File: src/rtl/gpio_mux_pkg.sv
package gpio_mux_pkg;

  typedef enum logic [1:0] {
    SEL_DATA = 2'd0,
    SEL_DIR  = 2'd1,
    SEL_PULL = 2'd2,
    SEL_ODRN = 2'd3
  } regSelT;

  typedef struct packed {
    logic   wrData;
    logic   wrDir;
    logic   wrPull;
    logic   wrOdrn;
    logic   rdHit;
    regSelT rdSel;
  } ctrlStrobeT;

endpackage

File: src/rtl/gpio_mux_ctrl.sv
module gpio_mux_ctrl
  import gpio_mux_pkg::*;
#(
  parameter int ADDR_W = 2
) (
  input  logic [ADDR_W-1:0] busAddr,
  input  logic              busWe,
  output ctrlStrobeT        strb
);

  localparam int REG_COUNT = 4;

  logic   inRange;
  regSelT sel;

  // Only the four lowest addresses decode; anything above is a miss.
  assign inRange = (32'(busAddr) < REG_COUNT);
  assign sel     = regSelT'(busAddr[1:0]);

  always_comb begin
    strb        = '0;
    strb.rdHit  = inRange;
    strb.rdSel  = sel;
    if (busWe && inRange) begin
      unique case (sel)
        SEL_DATA: strb.wrData = 1'b1;
        SEL_DIR:  strb.wrDir  = 1'b1;
        SEL_PULL: strb.wrPull = 1'b1;
        SEL_ODRN: strb.wrOdrn = 1'b1;
        default:  strb        = strb;
      endcase
    end
  end

endmodule

File: src/rtl/gpio_mux_dp.sv
module gpio_mux_dp
  import gpio_mux_pkg::*;
#(
  parameter int PORT_W      = 8,
  parameter int OD_W        = 6,
  parameter int SYNC_STAGES = 2,
  parameter int RX_PIN      = 0,
  parameter int TX_PIN      = 1,
  parameter int CMP_PIN     = 2,
  parameter int EVO_PIN     = 3,
  parameter int EVI_PIN     = 4
) (
  input  logic              clk,
  input  logic              rstN,
  input  ctrlStrobeT        strb,
  input  logic [PORT_W-1:0] busWdata,
  output logic [PORT_W-1:0] busRdata,
  input  logic              cmpEn,
  input  logic              cmpOut,
  input  logic              sciTxEn,
  input  logic              sciRxEn,
  input  logic              sciTxd,
  output logic              sciRxd,
  input  logic              evtOutEn,
  input  logic              evtOut,
  input  logic              evtInEn,
  output logic              evtIn,
  input  logic [PORT_W-1:0] padIn,
  output logic [PORT_W-1:0] padOe,
  output logic [PORT_W-1:0] padOut,
  output logic [PORT_W-1:0] padPu,
  output logic [PORT_W-1:0] latchQ,
  output logic [PORT_W-1:0] dirQ,
  output logic [PORT_W-1:0] pullQ,
  output logic [OD_W-1:0]   odrnQ
);

  logic              sciOn;
  logic [PORT_W-1:0] pinSync;
  logic [PORT_W-1:0] odSel;
  logic [PORT_W-1:0] muxVal;
  logic [PORT_W-1:0] muxDrv;
  logic [PORT_W-1:0] syncStg [SYNC_STAGES];

  assign sciOn = sciTxEn | sciRxEn;

  // Software registers
  always_ff @(posedge clk or negedge rstN) begin
    if (!rstN) begin
      latchQ <= '0;
      dirQ   <= '0;
      pullQ  <= '0;
      odrnQ  <= '0;
    end else begin
      if (strb.wrData) latchQ <= busWdata;
      if (strb.wrDir)  dirQ   <= busWdata;
      if (strb.wrPull) pullQ  <= busWdata;
      if (strb.wrOdrn) odrnQ  <= busWdata[OD_W-1:0];
    end
  end

  // Pad level synchronizer
  always_ff @(posedge clk or negedge rstN) begin
    if (!rstN) begin
      for (int s = 0; s < SYNC_STAGES; s++) syncStg[s] <= '0;
    end else begin
      syncStg[0] <= padIn;
      for (int s = 1; s < SYNC_STAGES; s++) syncStg[s] <= syncStg[s-1];
    end
  end

  assign pinSync = syncStg[SYNC_STAGES-1];
  assign sciRxd  = pinSync[RX_PIN];
  assign evtIn   = pinSync[EVI_PIN];

  // Per-pin ownership, open-drain and pull-up gating
  for (genvar g = 0; g < PORT_W; g++) begin : gPin
    if (g < OD_W) begin : gOdCap
      assign odSel[g] = odrnQ[g];
    end else begin : gPushPull
      assign odSel[g] = 1'b0;
    end

    always_comb begin
      muxVal[g] = latchQ[g];
      muxDrv[g] = dirQ[g];
      if (g == CMP_PIN && cmpEn) begin
        muxVal[g] = cmpOut;
        muxDrv[g] = 1'b1;
      end
      if (g == TX_PIN && sciOn) begin
        muxVal[g] = sciTxd;
        muxDrv[g] = 1'b1;
      end
      if (g == RX_PIN && sciOn) begin
        muxDrv[g] = 1'b0;
      end
      if (g == EVO_PIN && evtOutEn) begin
        muxVal[g] = evtOut;
        muxDrv[g] = 1'b1;
      end
      if (g == EVI_PIN && evtInEn) begin
        muxDrv[g] = 1'b0;
      end
    end

    assign padOut[g] = muxVal[g];
    assign padOe[g]  = muxDrv[g] & ~(odSel[g] & muxVal[g]);
    assign padPu[g]  = pullQ[g] & ~(padOe[g] & ~muxVal[g]);
  end

  // Register read mux
  always_comb begin
    busRdata = '0;
    if (strb.rdHit) begin
      unique case (strb.rdSel)
        SEL_DATA: busRdata = (dirQ & latchQ) | (~dirQ & pinSync);
        SEL_DIR:  busRdata = dirQ;
        SEL_PULL: busRdata = pullQ;
        SEL_ODRN: busRdata = PORT_W'(odrnQ);
        default:  busRdata = '0;
      endcase
    end
  end

endmodule

File: src/rtl/gpio_mux_port.sv
module gpio_mux_port
  import gpio_mux_pkg::*;
#(
  parameter int PORT_W      = 8,
  parameter int OD_W        = 6,
  parameter int ADDR_W      = 2,
  parameter int SYNC_STAGES = 2
) (
  input  logic              clk,
  input  logic              rstN,
  input  logic [ADDR_W-1:0] busAddr,
  input  logic [PORT_W-1:0] busWdata,
  input  logic              busWe,
  output logic [PORT_W-1:0] busRdata,
  input  logic              cmpEn,
  input  logic              cmpOut,
  input  logic              sciTxEn,
  input  logic              sciRxEn,
  input  logic              sciTxd,
  output logic              sciRxd,
  input  logic              evtOutEn,
  input  logic              evtOut,
  input  logic              evtInEn,
  output logic              evtIn,
  input  logic [PORT_W-1:0] padIn,
  output logic [PORT_W-1:0] padOe,
  output logic [PORT_W-1:0] padOut,
  output logic [PORT_W-1:0] padPu
);

  ctrlStrobeT        strb;
  logic [PORT_W-1:0] latchQ;
  logic [PORT_W-1:0] dirQ;
  logic [PORT_W-1:0] pullQ;
  logic [OD_W-1:0]   odrnQ;

  gpio_mux_ctrl #(
    .ADDR_W (ADDR_W)
  ) ctrl_i (
    .busAddr (busAddr),
    .busWe   (busWe),
    .strb    (strb)
  );

  gpio_mux_dp #(
    .PORT_W      (PORT_W),
    .OD_W        (OD_W),
    .SYNC_STAGES (SYNC_STAGES)
  ) dp_i (
    .clk      (clk),
    .rstN     (rstN),
    .strb     (strb),
    .busWdata (busWdata),
    .busRdata (busRdata),
    .cmpEn    (cmpEn),
    .cmpOut   (cmpOut),
    .sciTxEn  (sciTxEn),
    .sciRxEn  (sciRxEn),
    .sciTxd   (sciTxd),
    .sciRxd   (sciRxd),
    .evtOutEn (evtOutEn),
    .evtOut   (evtOut),
    .evtInEn  (evtInEn),
    .evtIn    (evtIn),
    .padIn    (padIn),
    .padOe    (padOe),
    .padOut   (padOut),
    .padPu    (padPu),
    .latchQ   (latchQ),
    .dirQ     (dirQ),
    .pullQ    (pullQ),
    .odrnQ    (odrnQ)
  );

endmodule

File: config.mk
export PLATFORM = sky130hd
export DESIGN_NAME = gpio_mux_port
export DESIGN_NICKNAME = d
export VERILOG_FILES = /design/src/rtl/gpio_mux_pkg.sv /design/src/rtl/gpio_mux_ctrl.sv /design/src/rtl/gpio_mux_dp.sv /design/src/rtl/gpio_mux_port.sv
export SDC_FILE = /design/constraint.sdc
export NUM_CORES = 1
export LEC_CHECK = 0
export BUFFER_PORTS_ARGS = -buffer_cell sky130_fd_sc_hd__buf_2
export CORE_ASPECT_RATIO = 0.6
export CORE_MARGIN = 2
export CORE_UTILIZATION = 53
export CTS_BUF_LIST = sky130_fd_sc_hd__clkbuf_4 sky130_fd_sc_hd__clkbuf_8
export CTS_CLUSTER_DIAMETER = 60
export DETAILED_ROUTE_END_ITERATION = 16
export GPL_TIMING_DRIVEN = 1
export HOLD_SLACK_MARGIN = 0.06
export PLACE_DENSITY = 0.84
export SLEW_MARGIN = 5
export SYNTH_ARGS = -nofsm -noshare
export SYNTH_HDL_FRONTEND = slang
export SYNTH_HIERARCHICAL = 1
export SYNTH_SLANG_ARGS = --single-unit
File: constraint.sdc
create_clock -name clk -period 1.5 [get_ports clk]
set_input_delay 0.3 -clock clk [delete_from_list [all_inputs] [get_ports clk]]
set_output_delay 0.3 -clock clk [all_outputs]
set_load 0.01 [all_outputs]
==> results of run 1 <==
synth_stat cells (all sizes together), types with 2 or more instances:
cell	instances
dfrtp	46
mux2	30
buf	15
nor2b	12
a21oi	7
nand2	7
o21a	7
a211oi	6
mux2i	6
o32ai	6
nor2	5
a21boi	4
o21ai	4
inv	3
and3b	2
nand2b	2
nor3b	2
or3b	2
area by class of cell:
cell class / instances / area [sq um]
Fill cell: 261 / 945
Inverter: 3 / 11.3
Clock buffer: 6 / 76.3
Timing Repair Buffer: 87 / 547
Sequential cell: 46 / 1150
Tap cell: 47 / 58.8
Multi-Input combinational cell: 105 / 917
Clock inverter: 2 / 37.5
worst max-delay path by stage:
stage / endpoint / from / slack, ps / cells past startpoint
global placement: busRdata[1] / busAddr[0] / -80 / 4
detailed placement: busRdata[2] / busAddr[0] / -60 / 4
finish: busRdata[7] / dp_i/dirQ[7] / -200 / 4
floorplan: busRdata[7] / busAddr[1] / 130 / 4
CTS: busRdata[7] / dp_i/dirQ[7] / -220 / 4
global route: busRdata[7] / dp_i/dirQ[7] / -280 / 4
power by group:
| part | total (W) | switching (W) | internal [W] |
|---|---|---|---|
| logic | 0.000875 | 0.000390 | 0.000485 |
| clock network | 0.000929 | 0.000413 | 0.000515 |
| registers | 0.00157 | 0.000152 | 0.00141 |
what timing repair did:
action | CTS | global route
buffers inserted | 9 | 2
endpoints found under the hold margin | 46 | 0
hold buffers | 1 | 0
pin swaps | 20 | 1
endpoints found under the setup margin | 14 | 22
gates resized for setup | 10 | 17
routing by layer:
layer  part of all wire [%]  track usage [%]  vias up
met5                      0                0        -
met4                   0.70             6.61        0
met3                    4.8             6.14        4
met2                     44             32.7       44
met1                     51             31.9      784
li1                       -                -      753
metrics by stage:
step / hold WS (ps) / instance area, sq um / cells / utilization [%] / setup TNS (ps)
after floorplan: 4.41 / 2100 / 170 / - / 0
after global placement: 294 / 2500 / 277 / 66.7 / -193
after detailed placement: 299 / 2500 / 277 / 66.7 / -279
after CTS: 93.8 / 2730 / 295 / 73.0 / -1670
after global routing: 81.8 / 2800 / 296 / 74.8 / -2700
final: 104 / 2800 / 296 / 74.8 / -1620
sequential cells by signal (all words and copies together), names as in the netlist:
name          flops
dp_i/odrnQ        6
dp_i/latchQ       8
dp_i/dirQ         8
dp_i/syncStg      8
dp_i/pinSync      8
dp_i/pullQ        8
kinds of logic after synthesis:
| family | synth area share, % |
|---|---|
| muxes | 18.9 |
| and+or+nand+nor | 9.52 |
| other | 0.178 |
| DFF | 54.7 |
| AOI/OAI and AO/OA | 11.2 |
| buffers and inverters | 5.47 |
layout by cell type (no fill, tap or decap), drive strengths merged, types with 3 or more instances in the layout:
cell type / count
inv: 3
mux2i: 6
dfrtp: 46
nand2: 7
o32ai: 6
mux2: 30
a21oi: 7
a21boi: 4
buf: 86
nor2: 5
o21ai: 4
nor2b: 12
a211oi: 6
o21a: 7
clkbuf: 6
critical path: cells and delay by family (launching register included):
kind                   cells  cell delay (ps)
buffers and inverters      1              120
DFF                        1              390
AOI/OAI and AO/OA          2              240
and+or+nand+nor            1              370
==> key figures, run 1 <==
Clock network
  – TritonCTS Buffers: 5
  – Root Buffer: clkbuf_8
  – Clock sinks: 46
  – Clock transition at the registers of the reported paths: 90 ps
  – Clk buf depth: 2
  – CTS HTree Levels: 2
  – Insertion delay to the later sink of the worst-skew pair: 290 ps
  – CTS tree: built

Cells and area
  – Number of diodes: 0
  – Layout area overhead: 33.1%
  – Final net count: 277
  – Layout cells sized above 1: between 50% and 60%

Status
  – Failing checks: negative setup slack
  – Outcome: finished with violations

Drt
  – DR WL/cell: 15.4 um
  – Drt drc: 0
  – First-iteration detailed-routing DRC count: 50
  – 1st-pass router iterations: 5
  – Vias: between 1500 and 2000
  – Antenna viol nets, final: 0
  – Routed WL: between 4000 and 5000 um
  – Routed vias/inst: around 5.4

Setup path
  – Reg-to-reg endpoint: dp_i/dirQ[1]
  – Reg2Reg Depth: 2
  – Startpoint Class: flop
  – Critical path type: flop to output port
  – Crit path capture type: output port
  – Slowest cell on the critical path: dfrtp_1
  – CP max FO: 2
  – Crit-path cells: or3b_1 -> a21oi_2 -> o21a_1 -> buf_2
  – R2R setup slack: about 540 ps
  – FF-to-FF Start: dp_i/dirQ[1]
  – Slowest stage delay, CP: between 300 and 400 ps
  – Arr. time, crit path: about 1400 ps
  – CP required: 1200 ps

Synth
  – Fraction of registers with async set or reset after synthesis: 100%
  – Post-Syn Nets: 199
  – Syn. warnings: 6
  – Synthesized flop and latch total: 46
  – Ys flop type: dfrtp_1
  – Yosys top cell area share: around 55%
  – Register area share after synthesis: between 50% and 60%
  – Syn_area_per_cell: approximately 12 sq um
  – Post-synthesis cell count: 170
  – Synth area leader: dfrtp_1
  – Cell Area, Synth: between 2000 and 2500 sq um
  – Yosys cell types: 24
  – EDFF count, synth: 0
  – Area contributors post-synth: dfrtp_1 (55%), mux2_2 (16%), buf_4 (3.6%)

Timing
  – RSZ-0062 raised after global routing: yes
  – Clk_skew: about 2.3 ps
  – Pins Over Slew Limit: 0
  – Tmin final: roughly 1700 ps
  – Final hold viol count: 0
  – Achievable Freq: about 600 MHz
  – Part of the cycle the worst path needs: 114%
  – Worst setup margin: -203 ps
  – Final Setup Violations: 15

Min path
  – Worst Hold Depth: 1
  – Hold path start: padIn[7]
  – WHS Endpoint: dp_i/syncStg[15]
  – Worst hold path class: primary input to flop

Placed design
  – PortBufs: 62
  – Final GP Congestion: around 0.78
  – Dpl hpwl: ~3000 um
  – DP Worst Slack: -62.3 ps

Pwr
  – PwrDens: 1200 nW/um^2
  – Leak: between 1 and 1.5 nW
  – Pwr Total: between 0.003 and 0.004 W
  – Peak VDD IR: 0.648 mV

Run
  – Max-Cap Viols: 0

Global routing
  – Vias in the first global route: between 1500 and 2000
  – Antenna violations before repair: 0
  – Grt ovf: 0
  – First-pass GRT wire length: 7420 um
  – Largest net degree at the start of global routing: between 40 and 50
  – Tot GR Track Use: between 20% and 30%

Die
  – Placement row count: 17
  – Core area: approximately 3700 sq um
  – Initial Util: 56.2%
  – Ports: 63
  – Die area: 4500 sq um
  – Die W: roughly 85 um
  – Die height: around 53 um
Note: power is estimated with default switching activity, not from simulation.
==> inputs of run 2 (changes only) <==
SYNTH_HIERARCHICAL = not set   (was 1)
==> run 2 against run 1 <==
Compared with the run above:
- the run still ends with negative setup slack left
- flip-flop and latch count is the same
- sequential share of layout area grew 1.0 points
- power shrank 2.0%
- first-iteration DRC count grew 54%
- clock skew shrank 1.9 ps
- critical path depth shrank 1
- via count shrank 5.3%
- cell area shrank 2.4%
==> key figures, run 2 <==
Synth
  – Largest family of logic cells by synthesized area: multiplexers
  – Post-Syn Nets: 170 (-15%)
  – Simple-gate area share of the yosys netlist: 5.13% (-4.4 points)
  – Mux share of post-synthesis cell area: 26.8% (+7.9 points)
  – EDFF count, synth: 0 (unchanged)
  – Synth area leader: dfrtp_1
  – Area contributors post-synth: dfrtp_1 (56%), mux2_2 (16%), mux4_2 (6.6%)
  – Fraction of registers with async set or reset after synthesis: 100% (unchanged)
  – Ys flop type: dfrtp_1
  – Synthesized flop and latch total: 46 (unchanged)
  – Synth Area in Adders: 0% (unchanged)
  – Compound-Gate Fraction of Synth Area: 7.21% (-4.0 points)
  – Top cells by count, synth: dfrtp_1 (46), mux2_2 (29), a21oi_1 (8)
  – Post-synthesis cell count: 141 (-17%)
  – Cell Area, Synth: 2050 sq um (-2.7%)
  – Syn. warnings: 0 (-6)
  – Register area share after synthesis: 56.2% (+1.5 points)
  – Yosys top cell area share: 56.2% (+1.5 points)
  – Most numerous cell in the Yosys netlist: dfrtp_1
  – Post-synthesis xor/xnor area fraction: 0% (unchanged)
  – Yosys cell types: 23 (-4.2%)
  – Syn_area_per_cell: 14.5 sq um (+17%)

Setup path
  – Critical path type: flop to output port
  – Crit path capture type: output port
  – Startpoint Class: flop
  – CP max FO: 2 (unchanged)
  – FF-to-FF Start: dp_i.dirQ[1]
  – CP required: 1200 ps (about the same)
  – Arr. time, crit path: 1610 ps (+210 ps)
  – CP startpoint: dp_i.dirQ[3]

Global routing
  – Grt ovf: 0 (unchanged)
  – Largest net degree at the start of global routing: 22 (-53%)
  – Tot GR Track Use: 23.2% (+1.0 points)
  – First-pass GRT wire length: 7480 um (+0.74%)
  – Antenna violations before repair: 0 (unchanged)
  – Vias in the first global route: 1485 (-2.6%)

Timing
  – RSZ-0062 raised after global routing: yes
  – Part of the cycle the worst path needs: 127% (+14 points)
  – Final TNS setup: -3620 ps (-2000 ps)
  – Final hold viol count: 0 (unchanged)
  – Tmin final: 1910 ps (+203 ps)
  – Relative slew slack: between 70% and 80%
  – Slew @ Worst Pin: between 300 and 400 ps
  – Final Setup Violations: 18 (+3)
  – Worst setup margin: -406 ps (-203 ps)
  – Achievable Freq: 525 MHz (-11%)
  – Clk_skew: 0.440 ps (-1.86 ps)
  – Pins Over Slew Limit: 0 (unchanged)

Clock network
  – Clk buf depth: 2 (unchanged)
  – Clock sinks: 46 (unchanged)
  – Clock transition at the registers of the reported paths: 80 ps (about the same)
  – Insertion delay to the later sink of the worst-skew pair: 290 ps (about the same)
  – Root Buffer: clkbuf_8
  – TritonCTS Buffers: 5 (unchanged)
  – CTS tree: built
  – CTS HTree Levels: 2 (unchanged)

Placed design
  – DP Worst Slack: -144 ps (-81.5 ps)
  – PortBufs: 62 (unchanged)
  – Area after DPL: 2490 sq um (-0.30%)
  – Dpl hpwl: 3400 um (+10%)
  – Final GP Congestion: 0.751 (-4.3%)

Status
  – Failing checks: negative setup slack
  – Outcome: finished with violations

Pwr
  – Peak VDD IR: 0.803 mV (+24%)
  – Leak: 1.31 nW (-1.6%)
  – PwrDens: 1210 nW/um^2 (+0.45%)
  – Pwr Total: 0.00330 W (-2.0%)

Die
  – Placement row count: 17 (unchanged)
  – Core area: 3680 sq um (-1.7%)
  – Ports: 63 (unchanged)
  – Die W: 84.2 um (-1.3%)
  – Initial Util: 55.6% (-0.56 points)
  – Die height: 52.1 um (-1.2%)
  – Die area: 4390 sq um (-2.5%)

Drt
  – Antenna viol nets, final: 0 (unchanged)
  – DR WL/cell: 17.6 um (+14%)
  – Vias: 1501 (-5.3%)
  – 1st-pass router iterations: 4 (-1)
  – Routed WL: 4760 um (+4.4%)
  – First-iteration detailed-routing DRC count: 77 (+54%)
  – Routed vias/inst: 5.54 (+3.4%)
  – Drt drc: 0 (unchanged)

Cells and area
  – Final instance area: 2730 sq um (-2.4%)
  – Layout cells sized above 1: 65.2% (+8.6 points)
  – Commonest non-fill, non-tap cell in the layout: buf_2
  – Final net count: 253 (-8.7%)
  – Layout area overhead: 33.4%
  – Highest-count cells in the layout ignoring fill and taps: buf_2 (55), dfrtp_1 (46), mux2_2 (26)
  – Number of diodes: 0 (unchanged)

Run
  – Max-Cap Viols: 0 (unchanged)

Min path
  – Worst hold path class: primary input to flop
  – Hold path start: padIn[7]
## run 2: changes by cell type after synthesis, moves of 5 or more
cell	previous run	this run
a211oi_1	6	0
mux2_4	0	5
mux2i_1	6	0
mux4_2	0	6
nor2b_1	12	0
o32ai_1	6	0
## run 2: worst paths after layout
path,slack (ps),end,depth (start not counted)
hold reg to reg,350,dp_i.pinSync[1],0
hold / removal,100,dp_i.syncStg[15],1
setup reg to reg,470,dp_i.dirQ[1],3
min in group asynchronous,440,dp_i.latchQ[6],2
max in group asynchronous,570,dp_i.pinSync[5],3
setup / recovery,-410,busRdata[3],3
## run 2: worst max-delay path, cell delays in order (launching register included)
cell and delay, ps:
dfrtp_1 400, mux2_4 300, mux4_2 470, buf_6 140
## run 2: per-layer routing
layer	vias up	wire (um)	global-route usage [%]
li1	666	-	-
met4	0	65	9.41
met1	773	2010	29.6
met2	54	2430	38.6
met3	8	261	5.87
met5	-	0	0
## run 2: power by group
part | internal, W | switching [W]
combinational | 0.000591 | 0.000425
clock | 0.000357 | 0.000375
sequential | 0.00141 | 0.000141
total | 0.00236 | 0.000941
## run 2: cell type report
cell class	instances	area, sq um
inverters	4	15.0
repair buffers	86	564
well taps	47	58.8
fillers	249	948
flip-flops and latches	46	1150
clock buffers	7	83.8
multi-input cells	81	858
## run 2: kinds of logic (layout without fill, tap and decap cells)
family                 count (synthesis)  after routing
and+or+nand+nor                       16             16
muxes                                 41             41
buffers and inverters                 14             97
DFF                                   46             46
AOI/OAI and AO/OA                     24             24
## run 2: through the flow
step	std cells	utilization [%]	hold WS [ps]
after global placement	259	67.7	219
final	271	74.2	103
after detailed placement	259	67.7	222
after global routing	271	74.2	90.6
after floorplan	141	-	4.41
after CTS	270	72.5	97.6
## run 2: timing repair
action | CTS | global route
setup buffers | 3 | 2
gates resized for setup | 17 | 16
pin swaps | 3 | 2
hold buffers | 1 | 0
endpoints found under the setup margin | 18 | 22
hold endpoints to repair | 13 | 0
==> inputs of run 3 (changes only) <==
CORE_UTILIZATION = 50   (was 53)
CTS_BUF_LIST = sky130_fd_sc_hd__clkbuf_16   (was sky130_fd_sc_hd__clkbuf_4 sky130_fd_sc_hd__clkbuf_8)
PLACE_DENSITY = 0.8   (was 0.84)
SLEW_MARGIN = not set   (was 5)
TNS_END_PERCENT = 5   (was not set)
==> run 3 against run 2 <==
Compared with the run above:
- clock-buffer cell count shrank 2
- worst setup slack gained 12 ps
- largest cell class unchanged
- clock skew is essentially flat
- critical path depth is the same
- non-clock buffer count shrank 3
- sequential share of layout area shrank 0.29 points
- critical endpoint is now busRdata[1]
- routed wire length shrank 5.8%
- flip-flop and latch count is the same
- worst hold slack gained 17 ps
- clock power grew 67%
- cell count shrank 0.74%
- critical path type unchanged
- the run still ends with negative setup slack left
- first-iteration DRC count grew 9.1%
==> key figures, run 3 (same netlist as run 2, synthesis figures left out) <==
Pwr
  – Sw Ratio: 26.4% (-2.1 points)
  – Register share of total power: 42.0% (-5.1 points)
  – P_sw: 0.000980 W (+4.1%)
  – Cell Int Power: 0.00274 W (+16%)
  – PwrDens: 1350 nW/um^2 (+12%)
  – Pwr Total: 0.00372 W (+13%)
  – Combinational cell fraction of total power: 25.1% (-5.7 points)
  – Leak: 1.32 nW (+0.88%)
  – Peak VDD IR: 0.977 mV (+22%)
  – Clk pwr share: 32.9% (+11 points)

Clock network
  – CTS tree: built
  – Clk buf depth: 2 (unchanged)
  – Clock transition at the registers of the reported paths: 60 ps (-20 ps)
  – Root Buffer: clkbuf_16
  – CTS HTree Levels: 2 (unchanged)
  – TritonCTS Buffers: 5 (unchanged)
  – Number of setup buffers added after CTS: 0 (-3)
  – Clock sinks: 46 (unchanged)
  – Insertion delay to the later sink of the worst-skew pair: 280 ps (about the same)

Drt
  – Routed WL: 4490 um (-5.8%)
  – First-iteration detailed-routing DRC count: 84 (+9.1%)
  – Vias: 1431 (-4.7%)
  – Drt drc: 0 (unchanged)
  – 1st-pass router iterations: 4 (unchanged)
  – Antenna viol nets, final: 0 (unchanged)
  – Routed vias/inst: 5.32 (-4.0%)
  – DR WL/cell: 16.7 um (-5.1%)

Timing
  – Pins Over Slew Limit: 0 (unchanged)
  – Tmin final: 1890 ps (-11.5 ps)
  – Slew @ Worst Pin: 374 ps (-3.31 ps)
  – Worst setup margin: -395 ps (+11.5 ps)
  – Part of the cycle the worst path needs: 126% (-0.77 points)
  – Relative slew slack: 75.0% (+0.15 points)
  – Achievable Freq: 528 MHz (+0.61%)
  – WHS: 120 ps (+16.8 ps)
  – Final hold viol count: 0 (unchanged)
  – Clk_skew: 0.772 ps (+0.333 ps)
  – RSZ-0062 raised after global routing: yes
  – Final Setup Violations: 17 (-1)

Setup path
  – FF-to-FF Start: dp_i.dirQ[4]
  – Arr. time, crit path: 1590 ps (-20 ps)
  – Slowest stage delay, CP: 450 ps (-20 ps)
  – Startpoint Class: flop
  – Crit path capture type: output port
  – Crit-path cells: mux2_4 -> mux4_2 -> buf_2
  – Critical path depth: 3 (unchanged)
  – CP max FO: 2 (unchanged)
  – Buf/Inv on CP: 1 (unchanged)
  – Slowest cell on the critical path: mux4_2
  – Critical path type: flop to output port
  – CP endpoint: busRdata[1]
  – Reg-to-reg endpoint: dp_i.dirQ[4]
  – Family with the most delay on the worst path: multiplexers
  – R2R setup slack: 580 ps (+110 ps)
  – Reg2Reg Depth: 2 (-1)
  – CP startpoint: dp_i.dirQ[1]
  – CP required: 1200 ps (about the same)

Global routing
  – Largest net degree at the start of global routing: 47 (+110%)
  – Tot GR Track Use: 21.1% (-2.0 points)
  – Grt ovf: 0 (unchanged)
  – Antenna violations before repair: 0 (unchanged)
  – First-pass GRT wire length: 7200 um (-3.8%)
  – Vias in the first global route: 1449 (-2.4%)

Cells and area
  – Number of diodes: 0 (unchanged)
  – Final net count: 250 (-1.2%)
  – Highest-count cells in the layout ignoring fill and taps: buf_2 (59), dfrtp_1 (44), mux2_2 (26)
  – Layout area overhead: 34.7%
  – Commonest non-fill, non-tap cell in the layout: buf_2
  – Layout cells sized above 1: 63.5% (-1.7 points)
  – Final Core Density: 72.8% (-1.4 points)

Die
  – Die area: 4640 sq um (+5.6%)
  – Placement row count: 17 (unchanged)
  – Core area: 3790 sq um (+2.9%)
  – Initial Util: 54.1% (-1.6 points)
  – Die height: 53.6 um (+2.7%)
  – Die W: 86.6 um (+2.8%)
  – Ports: 63 (unchanged)

Status
  – Outcome: finished with violations
  – Failing checks: negative setup slack

Min path
  – Hold path start: padIn[3]
  – Worst hold path class: primary input to flop
  – Worst Hold Depth: 1 (unchanged)

Placed design
  – Dpl hpwl: 3240 um (-4.6%)
  – Final GP Congestion: 0.829 (+10%)
  – DP Worst Slack: -109 ps (+34.3 ps)
  – PortBufs: 62 (unchanged)

Run
  – Max-Cap Viols: 0 (unchanged)
[run 3: cell types whose count changed in the layout (fill, tap and decap cells not counted), moves of 2 or more]
cell | before | now
buf_4 | 18 | 15
clkbuf_4 | 2 | 0
a21boi_2 | 2 | 0
clkbuf_8 | 5 | 0
dfrtp_2 | 0 | 2
a21boi_0 | 0 | 4
dfrtp_1 | 46 | 44
buf_6 | 11 | 6
clkbuf_16 | 0 | 5
clkinv_2 | 0 | 2
buf_2 | 55 | 59
a21boi_1 | 2 | 0
[run 3: power by group through the flow]
stage          sequential, W  clock, W  combinational [W]
2_1_floorplan        0.00154         0           0.000522
3_3_place_gp         0.00155         0           0.000845
3_5_place_dp         0.00157         0           0.000876
4_1_cts              0.00155   0.00124           0.000913
5_1_grt              0.00158   0.00130            0.00101
6_report             0.00156   0.00122           0.000932
[run 3: what timing repair did]
action | 4_1_cts | 5_1_grt
hold buffers | 1 | 0
setup endpoints to repair | 19 | 19
endpoints found under the hold margin | 46 | 0
gates resized for setup | 12 | 7
pin swaps | 5 | 0
[run 3: how the worst min path moves through the flow]
| stage | end | slack (ps) |
|---|---|---|
| final | dp_i.syncStg[11] | 120 |
| after global placement | dp_i.syncStg[9] | 290 |
| after floorplan | dp_i.dirQ[0] | 4 |
| after global routing | dp_i.syncStg[13] | 110 |
| after CTS | dp_i.syncStg[11] | 120 |
| after detailed placement | dp_i.syncStg[9] | 300 |
[run 3: metal layers]
| layer | up-vias | part of all wire [%] | GRT usage, % |
|---|---|---|---|
| li1 | 666 | - | - |
| met5 | - | 0 | 0 |
| met1 | 709 | 46 | 28.4 |
| met2 | 52 | 47 | 36.0 |
| met3 | 4 | 5.8 | 4.45 |
| met4 | 0 | 0.78 | 5.47 |
[run 3: stage by stage]
step	cell area (sq um)	std cells	TNS (ps)
floorplan	2050	141	0
global placement	2510	260	-447
detailed placement	2510	260	-847
CTS	2730	269	-3410
global route	2760	269	-4290
finish	2760	269	-3340
[run 3: final cells by class]
| type | count | area [sq um] |
|---|---|---|
| clock inverters | 3 | 40.0 |
| fillers | 253 | 1030 |
| multi-input cells | 81 | 838 |
| flip-flops and latches | 46 | 1150 |
| well taps | 47 | 58.8 |
| inverters | 4 | 15.0 |
| clock buffers | 5 | 125 |
| repair buffers | 83 | 526 |
